<file path="config.mk">
export PLATFORM = sky130hd
export DESIGN_NAME = lsr_seq
export DESIGN_NICKNAME = d
export VERILOG_FILES = /design/src/rtl/lsr_pkg.sv /design/src/rtl/lsr_pw_timer.sv /design/src/rtl/lsr_sample_hold.sv /design/src/rtl/lsr_seq.sv
export SDC_FILE = /design/constraint.sdc
export NUM_CORES = 1
export LEC_CHECK = 0
export BUFFER_PORTS_ARGS = -buffer_cell sky130_fd_sc_hd__buf_4
export CAP_MARGIN = 15
export CORE_MARGIN = 2
export CORE_UTILIZATION = 53
export CTS_BUF_LIST = sky130_fd_sc_hd__clkbuf_8
export DETAILED_ROUTE_END_ITERATION = 7
export PLACE_DENSITY = 0.78
export SKIP_CTS_REPAIR_TIMING = 1
export SYNTH_ARGS = -nofsm -noshare
export SYNTH_HDL_FRONTEND = slang
export SYNTH_HIERARCHICAL = 1
export SYNTH_SLANG_ARGS = --single-unit
</file>
<file path="constraint.sdc">
create_clock -name clk -period 1.5 [get_ports clk]
set_input_delay 0.3 -clock clk [delete_from_list [all_inputs] [get_ports clk]]
set_output_delay 0.3 -clock clk [all_outputs]
set_load 0.05 [all_outputs]
</file>
<file path="src/rtl/lsr_pkg.sv">
package lsr_pkg;

  // sequencer states; SI_* form the start-of-scan pulse, P_* are plain
  // clock pulses, S_* serve one converter sample, T_* the trailing pulse
  typedef enum logic [3:0] {
    ST_IDLE,
    ST_SI_A,
    ST_SI_B,
    ST_SI_C,
    ST_SI_D,
    ST_P_HI,
    ST_P_LO,
    ST_ARM,
    ST_S_HI,
    ST_S_WR,
    ST_S_HLD,
    ST_S_LO,
    ST_T_HI,
    ST_T_LO
  } seq_st_e;

  // number of automatic flushes after reset
  localparam logic [1:0] FLUSH_RUNS = 2'd2;

endpackage

</file>
<file path="src/rtl/lsr_pw_timer.sv">
// Phase-length timer: reloaded on every state change, reports done once
// the current phase has lasted the programmed number of cycles.
module lsr_pw_timer #(
  parameter int W = 4
) (
  input  logic         clk,
  input  logic         rst_n,
  input  logic         load_i,
  input  logic [W-1:0] len_i,
  output logic         done_o
);

  logic [W-1:0] cnt_q;
  logic [W-1:0] cnt_d;
  logic         cnt_en;

  assign cnt_en = load_i | (cnt_q != '0);

  always_comb begin
    cnt_d = cnt_q;
    if (load_i) cnt_d = len_i;
    else        cnt_d = cnt_q - 1'b1;
  end

  always_ff @(posedge clk or negedge rst_n) begin
    if (!rst_n)      cnt_q <= '0;
    else if (cnt_en) cnt_q <= cnt_d;
  end

  assign done_o = (cnt_q <= W'(1));

endmodule

</file>
<file path="src/rtl/lsr_sample_hold.sv">
// Latches each converter result on its strobe and keeps one pending
// request, so that a strobe arriving mid-sequence is served afterwards.
module lsr_sample_hold #(
  parameter int DW = 8
) (
  input  logic          clk,
  input  logic          rst_n,
  input  logic          en_i,
  input  logic          rdy_i,
  input  logic [DW-1:0] data_i,
  input  logic          take_i,
  output logic          pend_o,
  output logic [DW-1:0] word_o
);

  logic          cap;
  logic          pend_q, pend_d;
  logic [DW-1:0] hold_q, hold_d;
  logic [DW-1:0] word_q, word_d;

  assign cap = en_i & rdy_i;

  always_comb begin
    pend_d = take_i ? (pend_q & cap) : (pend_q | cap);
    hold_d = cap ? data_i : hold_q;
    word_d = word_q;
    if (take_i) word_d = pend_q ? hold_q : data_i;
  end

  always_ff @(posedge clk or negedge rst_n) begin
    if (!rst_n) begin
      pend_q <= 1'b0;
      hold_q <= '0;
      word_q <= '0;
    end else begin
      pend_q <= pend_d;
      if (cap)    hold_q <= hold_d;
      if (take_i) word_q <= word_d;
    end
  end

  assign pend_o = pend_q;
  assign word_o = word_q;

endmodule

</file>
<file path="src/rtl/lsr_seq.sv">
module lsr_seq
  import lsr_pkg::*;
#(
  parameter  int NPIX = 1280,
  parameter  int DW   = 8,
  parameter  int PWW  = 4,
  localparam int AW   = (NPIX > 1) ? $clog2(NPIX) : 1
) (
  input  logic           clk,
  input  logic           rst_n,
  input  logic           start_i,
  input  logic           clear_i,
  input  logic [PWW-1:0] pw_cyc_i,
  input  logic           adc_rdy_i,
  input  logic [DW-1:0]  adc_data_i,
  output logic           busy_o,
  output logic           adc_run_o,
  output logic           si_o,
  output logic           sclk_o,
  output logic           wr_en_o,
  output logic [AW-1:0]  wr_addr_o,
  output logic [DW-1:0]  wr_data_o
);

  localparam int          CW      = AW + 1;
  localparam logic [CW-1:0] CNT_ALL  = CW'(NPIX);
  localparam logic [CW-1:0] CNT_LAST = CW'(NPIX - 1);

  // reset: asynchronous assert, synchronous release
  logic [1:0] rs_q;
  logic       rst_ns;

  always_ff @(posedge clk or negedge rst_n) begin
    if (!rst_n) rs_q <= 2'b00;
    else        rs_q <= {rs_q[0], 1'b1};
  end
  assign rst_ns = rs_q[1];

  seq_st_e       state_q, state_d;
  logic [CW-1:0] cnt_q, cnt_d;
  logic          mode_q, mode_d;     // 1: capture, 0: flush
  logic [1:0]    flush_q, flush_d;
  logic          t_done;
  logic          pend;
  logic          go;
  logic          take;
  logic          last_pix;
  logic          run;

  assign last_pix = (cnt_q == CNT_LAST);
  assign run = (state_q == ST_ARM) || (state_q == ST_S_HI) || (state_q == ST_S_WR) ||
               (((state_q == ST_S_HLD) || (state_q == ST_S_LO)) && !last_pix);
  assign go   = pend | (adc_rdy_i & run);
  assign take = (state_q == ST_ARM) && go;

  lsr_pw_timer #(.W(PWW)) u_timer (
    .clk    (clk),
    .rst_n  (rst_ns),
    .load_i (state_d != state_q),
    .len_i  (pw_cyc_i),
    .done_o (t_done)
  );

  lsr_sample_hold #(.DW(DW)) u_hold (
    .clk    (clk),
    .rst_n  (rst_ns),
    .en_i   (run),
    .rdy_i  (adc_rdy_i),
    .data_i (adc_data_i),
    .take_i (take),
    .pend_o (pend),
    .word_o (wr_data_o)
  );

  // next-state logic
  always_comb begin
    state_d = state_q;
    cnt_d   = cnt_q;
    mode_d  = mode_q;
    flush_d = flush_q;
    unique case (state_q)
      ST_IDLE: begin
        if (flush_q != 2'd0) begin
          flush_d = flush_q - 1'b1;
          mode_d  = 1'b0;
          state_d = ST_SI_A;
        end else if (clear_i) begin
          mode_d  = 1'b0;
          state_d = ST_SI_A;
        end else if (start_i) begin
          mode_d  = 1'b1;
          state_d = ST_SI_A;
        end
      end
      ST_SI_A: if (t_done) state_d = ST_SI_B;
      ST_SI_B: if (t_done) state_d = ST_SI_C;
      ST_SI_C: if (t_done) state_d = ST_SI_D;
      ST_SI_D: if (t_done) begin
        cnt_d   = '0;
        state_d = ST_P_HI;
      end
      ST_P_HI: if (t_done) state_d = ST_P_LO;
      ST_P_LO: if (t_done) begin
        if (mode_q) begin
          cnt_d   = '0;
          state_d = ST_ARM;
        end else if (cnt_q == CNT_ALL) begin
          state_d = ST_IDLE;
        end else begin
          cnt_d   = cnt_q + 1'b1;
          state_d = ST_P_HI;
        end
      end
      ST_ARM:   if (go) state_d = ST_S_HI;
      ST_S_HI:  state_d = ST_S_WR;
      ST_S_WR:  state_d = ST_S_HLD;
      ST_S_HLD: if (t_done) state_d = ST_S_LO;
      ST_S_LO: if (t_done) begin
        if (last_pix) begin
          state_d = ST_T_HI;
        end else begin
          cnt_d   = cnt_q + 1'b1;
          state_d = ST_ARM;
        end
      end
      ST_T_HI: if (t_done) state_d = ST_T_LO;
      ST_T_LO: if (t_done) state_d = ST_IDLE;
      default: state_d = ST_IDLE;
    endcase
  end

  // state registers
  always_ff @(posedge clk or negedge rst_ns) begin
    if (!rst_ns) begin
      state_q <= ST_IDLE;
      cnt_q   <= '0;
      mode_q  <= 1'b0;
      flush_q <= FLUSH_RUNS;
    end else begin
      state_q <= state_d;
      cnt_q   <= cnt_d;
      mode_q  <= mode_d;
      flush_q <= flush_d;
    end
  end

  // output decode
  assign si_o      = (state_q == ST_SI_A) || (state_q == ST_SI_B);
  assign sclk_o    = (state_q == ST_SI_B) || (state_q == ST_SI_C) || (state_q == ST_P_HI) ||
                     (state_q == ST_S_HI) || (state_q == ST_S_WR) || (state_q == ST_S_HLD) ||
                     (state_q == ST_T_HI);
  assign adc_run_o = run;
  assign wr_en_o   = (state_q == ST_S_WR);
  assign wr_addr_o = cnt_q[AW-1:0];
  assign busy_o    = (state_q != ST_IDLE) || (flush_q != 2'd0);

endmodule

</file>
==> impl_metrics.ini, run 1 <==
[synth]
ys_ff_latch = 42
syn_nets = 294
post_synth_num_cell_types = 55
syn_inst = 272
synth.top_cells.by_area = dfrtp_1, a21oi_1, mux2_2, nor2_1, mux2i_1
synth-main-ff-cell = dfrtp_1
synth_top_area_cell = dfrtp_1
synth_edf_count = 0
ys_seq_area_share_pct = 40.92
synth_async_sr_flop_share_pct = 100.0
avgSynthCellArea_sq_um = 9.453
synth-warning-count = 6
synth_area_sq_um = 2571
yosysTopAreaCellShare_pct = 39.90

[layout]
diodes = 0
stdcell_count = 431
layout_common_cells = buf_4, dfrtp_1, buf_6, nor2_1
layout_commonest_cell = buf_4
area_growth_pct = 57.86
seqCellArea_sq_um = 1054
final_cell_area_sq_um = 4059
drive_gt1_share_pct = 56.50
multiInputGateArea_sq_um = 1727
nNetsFinal = 398
fillCellCount = 209

[hold_path]
holdPathStages = 3
worstHoldPathType = primary input to flip-flop

[place]
io_buffers = 40
dp.cells = 404
dpl_cell_area_sq_um = 3417
gp_congestion = 0.8919
place_hpwl_um = 4629

[detailed_routing]
wirelength_um = 8498
first_pass_iters = 4
drt-initial-drc-count = 243
vias_per_cell = 6.028
drcViolationCount = 0
wl_per_cell_um = 19.72
vias = 2598
drtAntennaViolNets = 0

[timing]
max-slew-margin-rel_pct = 65.25
clock_skew_ns = 0.01911
finalSetupViolCount = 44
report.final.slew_viol_count = 0
fin_ws_ns = -0.8392
hold_viol = 0
tightest_slew_ns = 0.5212
rsz0062_at_grt = true
fin_crit_ns = 2.339
fin_crit_sh_pct = 155.9
fmax_mhz = 427.5

[outcome]
violations = negative setup slack
status = complete, but fails checks

[floorplan]
core-area_sq_um = 4692
fp.dieH_um = 73.65
initial_utilization_pct = 54.80
rows = 25
pin_count = 41
die_w_um = 73.65
dieArea_sq_um = 5424

[global_route]
grt.total_usage_pct = 24.67
grt_pass1_vias = 2233
grt_max_degree = 41
antenna_found_initial = 0
grt_pass1_wl_um = 10240
overflow = 0

[clocking]
insertion_delay_ns = 0.31
cts_buffers = 5
cts_tree = built
path_clk_slew_ns = 0.09
cts_htree_levels = 2
cts_sinks = 42
clock_path_buffers = 2
root_buffer = clkbuf_8

[worst_setup_path]
critPathMaxFanout = 5
reg2reg_depth = 11
cp.required_ns = 1.74
endpoint_kind = flip-flop
start_kind = flip-flop
worstPathArrival_ns = 2.58
crit_type = flip-flop to flip-flop

[power]
p_per_area_nw_per_um2 = 2061
vdd_drop_max_mv = 1.740
leakage_uw = 0.001829

[run]
drv_cap = 0
[stage by stage]
stage                     TNS [ns]  utilization, %  total power [uW]  hold slack [ns]  setup WS [ns]
after CTS                   -17.12           74.80              6840          -0.2414        -0.7057
after global placement      -12.65           72.83              5948          0.08181        -0.5974
after detailed placement    -14.86           72.83              6060          0.08391        -0.6762
after global routing        -21.36           86.51              8756           0.2144        -0.8965
final                       -18.68           86.51              8366           0.2057        -0.8392
after floorplan             -9.038               -              4762         0.004409        -0.6189
[report_power, final]
group | switching (uW) | internal, uW
registers | 381 | 1540
logic | 3010 | 2660
clock network | 443 | 333
total | 3830 | 4540
[synth_stat cells, types with 2 or more instances]
cell and count:
o211ai_1 7, and2_1 3, xnor2_1 3, dfrtp_1 41
nor4b_2 2, inv_1 11, nor3b_1 3, nand3_1 5
nor2b_1 7, buf_6 2, o2bb2ai_1 3, buf_4 13
o2111ai_1 4, a21oi_1 24, xor2_1 9, nand2b_1 4
buf_1 3, nand2_1 18, mux2i_1 10, buf_2 8
mux2_2 10, nor3_1 10, ha_1 5, or3_1 2
a21o_1 2, and3_2 2, nor2_1 27, o21ai_0 7
[logic make-up after synthesis]
| group | share of synthesized area, % |
|---|---|
| AND/OR/NAND/NOR | 19.81 |
| XOR/XNOR | 4.088 |
| adder cells (fa/ha/maj) | 2.871 |
| buffers and inverters | 8.418 |
| flip-flops | 40.92 |
| other | 0.1458 |
| multiplexers | 8.273 |
| AO/OA/AOI/OAI | 15.47 |
[worst paths after layout]
path | slack [ns] | to | start
min reg2reg | 0.31 | cnt_q[0] | rs_q[1]
max reg2reg | -0.84 | u_timer/cnt_q[3] | u_timer/cnt_q[0]
min | 0.21 | u_timer/cnt_q[2] | pw_cyc_i[2]
min in group asynchronous | 0.31 | cnt_q[0] | rs_q[1]
max in group asynchronous | 0.79 | state_q[3] | rs_q[1]
max | -0.84 | u_timer/cnt_q[3] | u_timer/cnt_q[0]
[sequential cells by signal, indices dropped and copies added (netlist names)]
register and flops:
cnt_q 12, u_hold/hold_q 8, u_hold/word_o 8, state_q 4, u_timer/cnt_q 4, flush_q 2, rs_q 2, mode_q 1
u_hold/pend_o 1
[area by class of cell]
| cell class | instances | share of cell area (%) |
|---|---|---|
| multi-input cells | 192 | 42.54 |
| repair buffers | 124 | 26.54 |
| flip-flops and latches | 42 | 25.96 |
| clock buffers | 5 | 1.695 |
| well taps | 54 | 1.665 |
| inverters | 11 | 1.017 |
| clock inverters | 3 | 0.5857 |
[per-layer routing]
metal  global-route usage (%)  vias up  wire length (um)
met4                    7.677        0               260
li1                         -     1163                 -
met5                        0        -                 0
met2                    42.86      137              4635
met1                    31.01     1266              3149
met3                    4.527       32               452
[worst max-delay path: stages, from the launching register on]
cell,delay [ns]
dfrtp_1,0.44
inv_2,0.08
ha_4,0.18
nor2_4,0.10
nor3_4,0.05
nor2b_4,0.13
o21ai_2,0.13
o211ai_1,0.13
a31o_1,0.25
a311o_1,0.37
nor3b_1,0.26
a221o_1,0.15
(Power assumes the default switching activity.)
==> inputs of run 2 (changes only) <==
Settings changed: CORE_ASPECT_RATIO from default to 1.5.
==> run 2 against run 1 <==
- the flow still finishes with violations (negative setup slack)
- count of clock-buffer cells in the layout did not move
- via count fell by 3.8%
- routed wire length fell by 8.6%
- sequential power fell by 6%
- cell count rose by 2.6%
- critical path depth did not move
- maximum frequency rose by 7.4%
- clock power rose by 23%
- worst hold slack improved by 0.0041 ns
- core utilization fell by 1.9 points
==> impl_metrics.ini, run 2 (synthesis results as in run 1) <==
[timing]
finalSetupViolCount = 34
rsz0062_at_grt = true
fin_crit_ns = 2.178
report.final.slew_viol_count = 0
tightest_slew_ns = 0.5052
whs_ns = 0.2098
fin_ws_ns = -0.6776
clock_skew_ns = 0.005942
fmax_mhz = 459.2
fin_crit_sh_pct = 145.2
max-slew-margin-rel_pct = 65.97
hold_viol = 0

[worst_setup_path]
slowest_delay_ns = 0.36
cp_num_buf_inv = 1
cp_slowest_cell = dfrtp_1
r2r_setup_slack_ns = -0.68
r2r_end = u_timer/cnt_q[3]
reg2reg_depth = 11
critPathMaxFanout = 5
cp_num_cells = 11
endpoint_kind = flip-flop
worstPathArrival_ns = 2.42
cp.required_ns = 1.74
crit_family = compound AO/OA/AOI/OAI gates
crit_type = flip-flop to flip-flop
start_kind = flip-flop
path_cells = inv_2, ha_2, nor2_2, nor3_2, nor2b_2, o21ai_1, o211ai_1, a31o_1, a311o_1, nor3b_1, a221o_1
r2r-start = u_timer/cnt_q[1]

[floorplan]
rows = 31
die_w_um = 60.87
fp.dieH_um = 89.31
dieArea_sq_um = 5436
pin_count = 41
initial_utilization_pct = 54.34
core-area_sq_um = 4732

[power]
vdd_drop_max_mv = 1.493
p_per_area_nw_per_um2 = 2011
leakage_uw = 0.001827

[clocking]
cts_tree = built
cts_htree_levels = 2
cts_sinks = 42
insertion_delay_ns = 0.30
clock_path_buffers = 2
cts_buffers = 5
root_buffer = clkbuf_8
path_clk_slew_ns = 0.09

[global_route]
met2_usage_pct = 47.51
grt_max_degree = 28
overflow = 0
grt.total_usage_pct = 25.29
busiest_layer = met2
grtUsageMet1_pct = 27.37
antenna_found_initial = 0
grt_pass1_wl_um = 10080
grt_pass1_vias = 2285
grtUsageMet3_pct = 3.763

[layout]
diodes = 0
area_growth_pct = 55.72
drive_gt1_share_pct = 52.39
stdcell_count = 442
fin_util_pct = 84.61
top_register = cnt_q
largest_reg_flops = 12
layout_common_cells = buf_4, dfrtp_1, nor2_1, buf_6, a21oi_1
nNetsFinal = 397
layout_commonest_cell = buf_4

[detailed_routing]
wl_per_cell_um = 17.57
drt-initial-drc-count = 116
vias = 2498
first_pass_iters = 4
drtAntennaViolNets = 0
wirelength_um = 7765
drcViolationCount = 0
vias_per_cell = 5.652

[place]
place_hpwl_um = 4727
gp_congestion = 0.8941
io_buffers = 40
dp.cells = 418

[outcome]
violations = negative setup slack
status = complete, but fails checks

[hold_path]
worstHoldPathType = flip-flop to asynchronous set/reset pin

[run]
drv_cap = 0
==> run 2: cell types whose count changed in the layout (fill, tap and decap cells not counted), moves of 2 or more <==
cell | before | now
nand2_1 | 14 | 17
a21oi_2 | 9 | 4
nand2_2 | 4 | 1
a21oi_1 | 14 | 19
nor2_4 | 13 | 3
buf_12 | 4 | 2
nor2_1 | 15 | 24
==> run 2: how the worst max path moves through the flow <==
stage | start | to | slack (ns)
floorplan | u_timer/cnt_q[1] | u_timer/cnt_q[3] | -0.62
global placement | u_timer/cnt_q[1] | u_timer/cnt_q[3] | -0.59
detailed placement | u_timer/cnt_q[1] | u_timer/cnt_q[3] | -0.63
CTS | state_q[3] | sclk_o | -0.71
global route | flush_q[0] | u_timer/cnt_q[3] | -0.80
finish | u_timer/cnt_q[1] | u_timer/cnt_q[3] | -0.68
==> run 2: area by class of cell <==
class,instances,area (sq um)
timing repair buffer,123,1052
clock buffer,5,68.82
sequential,42,1054
tap,66,82.58
inverter,11,41.29
fill,243,728.2
multi-input combinational,192,1657
clock inverter,3,48.80
==> run 2: power by group <==
part / switching [uW] / internal [uW]
sequential: 267 / 1540
combinational: 2810 / 2480
clock: 443 / 507
total: 3520 / 4530
==> run 2: routing by layer <==
layer | up-vias | wire (um)
li1 | 1156 | -
met1 | 1236 | 2934
met2 | 85 | 4363
met3 | 21 | 252
met4 | 0 | 215
met5 | - | 0
==> run 2: worst register-to-register path: stages (launching register included) <==
cell	delay [ns]
dfrtp_1	0.36
inv_2	0.06
ha_2	0.18
nor2_2	0.11
nor3_2	0.05
nor2b_2	0.15
o21ai_1	0.13
o211ai_1	0.10
a31o_1	0.22
a311o_1	0.34
nor3b_1	0.26
a221o_1	0.15
==> run 2: metrics by stage <==
step                      setup TNS, ns  setup WS [ns]  area (sq um)  total power [uW]
final                            -15.75        -0.6776          4004              8052
after global routing             -19.20        -0.8027          4004              8462
after CTS                        -16.57        -0.7125          3552              7006
after detailed placement         -13.83        -0.6332          3435              6022
after global placement           -12.69        -0.5925          3435              5894
after floorplan                  -9.038        -0.6189          2739              4762
==> inputs of run 3 (changes only) <==
Settings changed: PLACE_DENSITY 0.78 to default, PLACE_DENSITY_LB_ADDON from default to 0.12.
==> run 3 against run 2 <==
- the run still ends with negative setup slack left
- worst setup slack lost 0.074 ns
- via count shrank 2.8%
- non-clock buffer count shrank 1
- critical path depth shrank 2
- clock power shrank 19%
- first-iteration DRC count grew 3.4%
- sequential share of layout area grew 0.20 points
- die area is the same
- count of clock-buffer cells in the layout is the same
- combinational power grew 1%
- core utilization shrank 0.53 points
- critical path type unchanged
==> impl_metrics.ini, run 3 (synthesis results as in run 1) <==
[layout]
largest_reg_flops = 12
final_cell_area_sq_um = 3979
nNetsFinal = 396
layout_commonest_cell = buf_4
stdcell_count = 441
area_growth_pct = 54.74
drive_gt1_share_pct = 52.80
top_register = cnt_q
diodes = 0
layout_common_cells = buf_4, dfrtp_1, nor2_1, a21oi_1, buf_6
fillCellCount = 271

[detailed_routing]
wirelength_um = 7239
first_pass_iters = 4
drcViolationCount = 0
wl_per_cell_um = 16.41
vias = 2429
drtAntennaViolNets = 0
vias_per_cell = 5.508
drt-initial-drc-count = 120

[timing]
fmax_mhz = 444.2
rsz0062_at_grt = true
fin_crit_sh_pct = 150.1
report.final.slew_viol_count = 0
fin_ws_ns = -0.7515
fin_crit_ns = 2.251
hold_viol = 0
clock_skew_ns = 0.01536
finalSetupViolCount = 38

[floorplan]
die_w_um = 60.87
pin_count = 41
dieArea_sq_um = 5436
fp.dieH_um = 89.31
rows = 31
core-area_sq_um = 4732
initial_utilization_pct = 54.34

[clocking]
root_buffer = clkbuf_8
insertion_delay_ns = 0.31
clock_path_buffers = 2
cts_tree = built
cts_sinks = 42
cts_buffers = 5
cts_htree_levels = 2
path_clk_slew_ns = 0.09

[power]
leakage_uw = 0.001813
vdd_drop_max_mv = 1.704
p_per_area_nw_per_um2 = 2007
p_total_uw = 7986

[run]
drv_cap = 0

[place]
place_hpwl_um = 4510
io_buffers = 40
place_ws_ns = -0.6482
dp.cells = 410
dpl_cell_area_sq_um = 3400
gp_congestion = 0.9036

[worst_setup_path]
crit_type = flip-flop to flip-flop
cp.required_ns = 1.70
endpoint_kind = flip-flop
path_cells = inv_1, ha_2, nor2b_4, nand4_1, buf_4, a21oi_1, a211oi_1, a311o_2, a221o_1
start_kind = flip-flop
cp_slowest_cell = dfrtp_1
slowest_delay_ns = 0.40
critPathMaxFanout = 5
worstPathArrival_ns = 2.45

[global_route]
grt_pass1_wl_um = 9846
grt.total_usage_pct = 24.29
overflow = 0
grt_max_degree = 37
grt_pass1_vias = 2206
antenna_found_initial = 0

[hold_path]
worstHoldPathType = flip-flop to asynchronous set/reset pin

[outcome]
violations = negative setup slack
status = complete, but fails checks
## run 3: area by class of cell
type | instances | area [sq um] | area share (%)
multi-input combinational | 192 | 1618 | 40.66
timing repair buffer | 122 | 1090 | 27.39
sequential | 42 | 1055 | 26.51
tap | 66 | 82.58 | 2.075
clock buffer | 5 | 68.82 | 1.730
inverter | 11 | 41.29 | 1.038
clock inverter | 3 | 23.77 | 0.5975
## run 3: critical path: cells and delay by family, from the launching register on
family	cells	cell delay, ns
compound gates	4	0.94
flops	1	0.40
simple gates	2	0.35
buf+inv	2	0.30
fa+ha+maj	1	0.16
## run 3: through the flow
step	TNS (ns)	utilization, %	hold WS [ns]
3_5_place_dp	-13.96	71.84	0.08590
3_3_place_gp	-13.11	71.84	0.08489
5_1_grt	-19.50	84.08	0.1275
2_1_floorplan	-9.038	-	0.004409
6_report	-16.02	84.08	0.1039
4_1_cts	-16.36	73.80	-0.2421
## run 3: worst paths after layout
| path | from | end | slack [ns] | cells past startpoint |
|---|---|---|---|---|
| worst min-delay path | rs_q[1] | u_timer/cnt_q[3] | 0.10 | 0 |
| worst max-delay path | cnt_q[1] | u_timer/cnt_q[3] | -0.75 | 9 |
| min in group clk | pw_cyc_i[2] | u_timer/cnt_q[2] | 0.20 | 3 |
| max in group asynchronous | rs_q[1] | flush_q[1] | 0.86 | 1 |
| worst max register to register | cnt_q[1] | u_timer/cnt_q[3] | -0.75 | 9 |
| worst min register to register | rs_q[1] | u_timer/cnt_q[3] | 0.10 | 0 |
## run 3: per-layer routing
| metal | part of all wire [%] | up-vias | wire, um | track usage (%) |
|---|---|---|---|---|
| li1 | - | 1150 | - | - |
| met1 | 39 | 1187 | 2818 | 30.31 |
| met2 | 55 | 74 | 3963 | 39.88 |
| met3 | 4.2 | 18 | 302 | 5.789 |
| met4 | 2.1 | 0 | 154 | 9.881 |
| met5 | 0 | - | 0 | 0 |
## run 3: report_power, final
group	switching [uW]	internal, uW
Sequential	308	1550
Clock	442	333
Combinational	2760	2590
